File: src/rtl/bbft_pkg.sv
package bbft_pkg;
  typedef enum logic [1:0] {
    EV_SEED    = 2'd0,  // no previous direction
    EV_REV     = 2'd1,  // direction flipped
    EV_HALVE   = 2'd2,  // first repeat
    EV_GROW    = 2'd3   // later repeat
  } ev_e;
endpackage

File: src/rtl/bbft_history.sv
module bbft_history
  import bbft_pkg::*;
(
  input  logic clk_i,
  input  logic rst_ni,
  input  logic load_i,
  input  logic step_i,
  input  logic dir_i,
  output ev_e  ev_o
);
  logic have_prev_q, prev_dir_q, seen_q;

  always_comb begin
    if (!have_prev_q)          ev_o = EV_SEED;
    else if (dir_i != prev_dir_q) ev_o = EV_REV;
    else if (!seen_q)          ev_o = EV_HALVE;
    else                       ev_o = EV_GROW;
  end

  always_ff @(posedge clk_i or negedge rst_ni) begin
    if (!rst_ni) begin
      have_prev_q <= 1'b0;
      prev_dir_q  <= 1'b0;
      seen_q      <= 1'b0;
    end else if (load_i) begin
      have_prev_q <= 1'b0;
      prev_dir_q  <= 1'b0;
      seen_q      <= 1'b0;
    end else if (step_i) begin
      have_prev_q <= 1'b1;
      prev_dir_q  <= dir_i;
      seen_q      <= (ev_o == EV_HALVE) || (ev_o == EV_GROW);
    end
  end
endmodule

File: src/rtl/bbft_cadence.sv
module bbft_cadence
  import bbft_pkg::*;
#(
  parameter int OFS_W   = 4,
  parameter int OFS_MAX = 15
) (
  input  logic             clk_i,
  input  logic             rst_ni,
  input  logic             load_i,
  input  logic             step_i,
  input  ev_e              ev_i,
  output logic [OFS_W-1:0] offset_o
);
  localparam logic [OFS_W-1:0] OMAX = OFS_MAX[OFS_W-1:0];
  localparam logic [OFS_W-1:0] ONE  = OFS_W'(1);

  logic [OFS_W-1:0] offset_q, round_q, offset_inc;
  logic             repeat_ev;

  assign repeat_ev  = (ev_i == EV_HALVE) || (ev_i == EV_GROW);
  assign offset_inc = (offset_q >= OMAX) ? OMAX : offset_q + ONE;
  assign offset_o   = offset_q;

  always_ff @(posedge clk_i or negedge rst_ni) begin
    if (!rst_ni) begin
      offset_q <= ONE;
      round_q  <= ONE;
    end else if (load_i) begin
      offset_q <= ONE;
      round_q  <= ONE;
    end else if (step_i && repeat_ev) begin
      if (round_q <= ONE) begin
        offset_q <= offset_inc;
        round_q  <= offset_inc;
      end else begin
        round_q  <= round_q - ONE;
      end
    end
  end
endmodule

File: src/rtl/bbft_gain.sv
module bbft_gain
  import bbft_pkg::*;
#(
  parameter int GAIN_W   = 8,
  parameter int GAIN_MAX = 200,
  parameter int OFS_W    = 4
) (
  input  logic              clk_i,
  input  logic              rst_ni,
  input  logic              load_i,
  input  logic [GAIN_W-1:0] gain_init_i,
  input  logic              step_i,
  input  ev_e               ev_i,
  input  logic [OFS_W-1:0]  offset_i,
  output logic [GAIN_W-1:0] gain_o
);
  localparam logic [GAIN_W-1:0] GMAX = GAIN_MAX[GAIN_W-1:0];
  localparam logic [GAIN_W-1:0] ONE  = GAIN_W'(1);

  logic [GAIN_W-1:0] gain_q, gain_nxt, init_lim, half;
  logic [GAIN_W:0]   grow_sum;

  assign init_lim = (gain_init_i == '0) ? ONE :
                    (gain_init_i > GMAX) ? GMAX : gain_init_i;
  assign half     = gain_q >> 1;
  assign grow_sum = {1'b0, gain_q} + (GAIN_W+1)'(offset_i);

  always_comb begin
    unique case (ev_i)
      EV_SEED:  gain_nxt = gain_q;
      EV_REV:   gain_nxt = (gain_q > ONE) ? gain_q - ONE : ONE;
      EV_HALVE: gain_nxt = (half == '0) ? ONE : half;
      EV_GROW:  gain_nxt = (grow_sum > {1'b0, GMAX}) ? GMAX : grow_sum[GAIN_W-1:0];
      default:  gain_nxt = gain_q;
    endcase
  end

  always_ff @(posedge clk_i or negedge rst_ni) begin
    if (!rst_ni)      gain_q <= ONE;
    else if (load_i)  gain_q <= init_lim;
    else if (step_i)  gain_q <= gain_nxt;
  end

  assign gain_o = gain_q;
endmodule

File: src/rtl/bbft_word.sv
module bbft_word #(
  parameter int WORD_W = 12,
  parameter int GAIN_W = 8
) (
  input  logic              clk_i,
  input  logic              rst_ni,
  input  logic              load_i,
  input  logic [WORD_W-1:0] word_init_i,
  input  logic              step_i,
  input  logic              dir_i,
  input  logic [GAIN_W-1:0] gain_i,
  output logic [WORD_W-1:0] word_o
);
  localparam int SUM_W = WORD_W + 1;

  logic [WORD_W-1:0] word_q, word_nxt;
  logic [SUM_W-1:0]  gain_ext, up_sum;

  assign gain_ext = SUM_W'(gain_i);
  assign up_sum   = {1'b0, word_q} + gain_ext;

  always_comb begin
    if (dir_i)
      word_nxt = up_sum[WORD_W] ? '1 : up_sum[WORD_W-1:0];
    else if (gain_ext > {1'b0, word_q})
      word_nxt = '0;
    else
      word_nxt = word_q - gain_ext[WORD_W-1:0];
  end

  always_ff @(posedge clk_i or negedge rst_ni) begin
    if (!rst_ni)      word_q <= '0;
    else if (load_i)  word_q <= word_init_i;
    else if (step_i)  word_q <= word_nxt;
  end

  assign word_o = word_q;
endmodule

File: src/rtl/bb_fine_tuner.sv
module bb_fine_tuner
  import bbft_pkg::*;
#(
  parameter int WORD_W   = 12,
  parameter int GAIN_W   = 8,
  parameter int GAIN_MAX = 200,
  parameter int OFS_W    = 4,
  parameter int OFS_MAX  = 15
) (
  input  logic              clk_i,
  input  logic              rst_ni,
  input  logic              load_i,
  input  logic [WORD_W-1:0] word_init_i,
  input  logic [GAIN_W-1:0] gain_init_i,
  input  logic              update_i,
  input  logic              dir_i,
  output logic [WORD_W-1:0] word_o,
  output logic [GAIN_W-1:0] gain_o
);
  logic             step;
  ev_e              ev;
  logic [OFS_W-1:0] offset;
  logic [GAIN_W-1:0] gain;

  assign step = update_i && !load_i;

  bbft_history i_history (
    .clk_i, .rst_ni, .load_i,
    .step_i (step),
    .dir_i,
    .ev_o   (ev)
  );

  bbft_cadence #(.OFS_W(OFS_W), .OFS_MAX(OFS_MAX)) i_cadence (
    .clk_i, .rst_ni, .load_i,
    .step_i   (step),
    .ev_i     (ev),
    .offset_o (offset)
  );

  bbft_gain #(.GAIN_W(GAIN_W), .GAIN_MAX(GAIN_MAX), .OFS_W(OFS_W)) i_gain (
    .clk_i, .rst_ni, .load_i,
    .gain_init_i,
    .step_i   (step),
    .ev_i     (ev),
    .offset_i (offset),
    .gain_o   (gain)
  );

  bbft_word #(.WORD_W(WORD_W), .GAIN_W(GAIN_W)) i_word (
    .clk_i, .rst_ni, .load_i,
    .word_init_i,
    .step_i (step),
    .dir_i,
    .gain_i (gain),
    .word_o
  );

  assign gain_o = gain;
endmodule

File: config.mk
export PLATFORM = sky130hd
export DESIGN_NAME = bb_fine_tuner
export DESIGN_NICKNAME = d
export VERILOG_FILES = /design/src/rtl/bbft_pkg.sv /design/src/rtl/bbft_history.sv /design/src/rtl/bbft_cadence.sv /design/src/rtl/bbft_gain.sv /design/src/rtl/bbft_word.sv /design/src/rtl/bb_fine_tuner.sv
export SDC_FILE = /design/constraint.sdc
export NUM_CORES = 1
export LEC_CHECK = 0
export BUFFER_PORTS_ARGS = -buffer_cell sky130_fd_sc_hd__buf_2
export CAP_MARGIN = 25
export CORE_UTILIZATION = 23
export DETAILED_ROUTE_END_ITERATION = 8
export PLACE_DENSITY_LB_ADDON = 0.1
export SYNTH_ARGS = -nofsm -noshare
export SYNTH_HDL_FRONTEND = slang
export SYNTH_HIERARCHICAL = 1
export SYNTH_SLANG_ARGS = --single-unit
File: constraint.sdc
create_clock -name clk_i -period 7.68 [get_ports clk_i]
set_input_delay 1.152 -clock clk_i [delete_from_list [all_inputs] [get_ports clk_i]]
set_output_delay 1.152 -clock clk_i [all_outputs]
set_load 0.03 [all_outputs]
==> flow_metrics.tcl <==
set metrics [dict create \
    required_ns 7.83 \
    overflow 0 \
    cts_setup_buffers 0 \
    num_rows 45 \
    die_x_um 127 \
    die_area_mm2 0.0161 \
    dp_cells 654 \
    ys_ff_latch 31 \
    cts_buffers 5 \
    io_pins 45 \
    grtUsageTotal_pct 15.1 \
    reg2reg_depth 8 \
    worst_slack_ns 4.47 \
    routed_wl_um 11500 \
    ant_nets 0 \
    cts_resized 0 \
    yosys-top-cells-count "nand2_1 (44), nor2_1 (44), a21oi_1 (31), dfrtp_1 (28), inv_1 (28)" \
    setup.worst_path.class "primary input to flip-flop" \
    synthCells 442 \
    end_kind "flip-flop" \
    ctsHtreeMaxLevel 2 \
    hold_start "i_cadence/offset_o[0]" \
    start_kind "primary input" \
    syn2layout_area_growth_pct 12.7 \
    period_share_pct 41.8 \
    setup_tns_ns 0 \
    drt_first_iter_violations 222 \
    outcome "finished, final reports clean" \
    cts_tree "done" \
    antenna_found_initial 0 \
    netlist.area_leader.share_pct 19.6 \
    fmaxAchievable_ghz 0.311 \
    antenna_cells 0 \
    hold_end "i_cadence/offset_o[0]" \
    nets 526 \
    slew_viol_final 0 \
    syn_area_mm2 0.00358 \
    dpl.hpwl_um 8430 \
    rsz0062_at_grt "no" \
    r2r-start "i_gain/gain_o[4]" \
    crit_fanout 24 \
    dp_slack_ns 4.17 \
    drc 0 \
    leakagePower_nw 1.64 \
    ys_top_cells_by_area "dfrtp_1 (20%), ha_1 (8.7%), nand2_1 (4.6%), nor2_1 (4.6%), a21oi_1 (4.3%)" \
    grt_pass1_vias 3311 \
    post-route-util_pct 26.5 \
    ys_seq_area_share_pct 21.8 \
    dr.pass1.iters 5 \
    avgSynthCellArea_um2 8.10 \
    grt_start_max_net_pins 40 \
    r2r_end "i_word/word_o[11]" \
    grt_first_pass_wirelength_um 18600 \
    fill_cells 1670 \
    hold_viol_final 0 \
    place_area_mm2 0.00387 \
    finClkSkew_ns 0.00609 \
    post_drt_wl_per_cell_um 17.4 \
    drive_gt1_share_pct 17.3 \
    async_reset_ff_share_pct 100 \
    fin_cells 662 \
    cp.arrival_ns 3.36 \
    die_height_um 127 \
    worst_pin_slew_ns 0.843 \
    clk_latency_ns 0.29 \
    port_buffers 44 \
    ys_types 85 \
    drv_cap 0 \
    synth_top_cell_by_area "dfrtp_1" \
    start_util_pct 23.5 \
    holdWs_ns 0.551 \
    setup_viol 0 \
    yosys_warnings 6 \
    whs_path_depth 2 \
    core_mm2 0.0152 \
    place_congestion 0.777 \
    power_density_mw_per_mm2 209 \
    stdcell_area_mm2 0.00404 \
    vdd_drop_max_mv 0.0784 \
    num_vias 3427 \
    worstHoldPathType "flip-flop to flip-flop" \
    finalCriticalPeriod_ns 3.21 \
    power_uw 844 \
    max-slew-margin-rel_pct 43.8 \
    syn_nets 495 \
    vias_per_cell 5.18 \
    clockRootBuffer "clkbuf_16" \
    yosys_most_used_dff "dfrtp_1" \
    cts.clk_slew.worst_paths_ns 0.06 \
    synth_edf_count 0 \
    cts_hold_buf 0 \
    clock_sinks 31 \
    r2r_slack_ns 4.71 \
    cts_buffer_depth 2 \
]
worst max-delay path: stages:
cell,delay [ns]
buf_2,0.38
xor2_1,0.18
nor2_1,0.56
o21ai_1,0.27
nor2_1,0.35
o21a_1,0.18
nor2_1,0.04
a31oi_1,0.15
o31ai_1,0.09
kinds of logic after synthesis:
logic type / count (synthesis) / synth area share [%]
muxes: 7 / 1.99
AOI/OAI and AO/OA: 145 / 29.9
buffers and inverters: 49 / 7.51
and+or+nand+nor: 165 / 24.3
DFF: 31 / 21.8
xor gates and xnor gates: 17 / 4.16
adders and majority gates: 28 / 10.4
metal layers:
layer | vias up | global-route usage, % | share of wire, %
met5 | - | 0 | 0
li1 | 1693 | - | -
met3 | 10 | 2.49 | 3.5
met2 | 65 | 25.4 | 49
met1 | 1659 | 19.7 | 46
met4 | 0 | 5.25 | 1.3
cell type report:
type,instances,area (um^2),share of cell area (%)
Timing Repair Buffer,44,220,5.46
Sequential cell,31,779,19.3
Tap cell,188,235,5.83
Clock inverter,1,7.51,0.186
Multi-Input combinational cell,362,2530,62.7
Clock buffer,7,153,3.78
Inverter,29,109,2.70
how the worst max path moves through the flow:
stage                       endpoint           start  slack (ns)
2_1_floorplan       i_gain/gain_o[5]  gain_init_i[4]        4.89
3_3_place_gp        i_gain/gain_o[3]           dir_i        4.20
5_1_grt             i_gain/gain_o[3]           dir_i        4.07
3_5_place_dp   i_cadence/offset_o[2]           dir_i        4.17
4_1_cts        i_cadence/offset_o[2]           dir_i        4.48
6_report            i_gain/gain_o[3]           dir_i        4.47
where the power goes:
part / switching [mW] / internal (mW)
logic: 0.243 / 0.153
registers: 0.0441 / 0.180
clock network: 0.0865 / 0.138
flip-flops by register name (all words and copies together), names as in the netlist:
register / count
i_word/word_o: 12
i_gain/gain_o: 8
i_cadence/offset_o: 4
i_cadence/round_q: 4
i_history/have_prev_q: 1
i_history/prev_dir_q: 1
i_history/seen_q: 1
cell usage in the layout, fill, tap and decap left out, types with 11 or more instances in the layout:
master    instances
nand2_1          44
o21ai_0          13
nand2b_1         11
o22ai_1          12
a21oi_1          31
buf_2            44
inv_1            28
dfrtp_1          28
a31oi_1          12
nor2_1           44
xnor2_1          12
nand3_1          12
ha_1             25
Note: power is estimated with default switching activity, not from simulation.
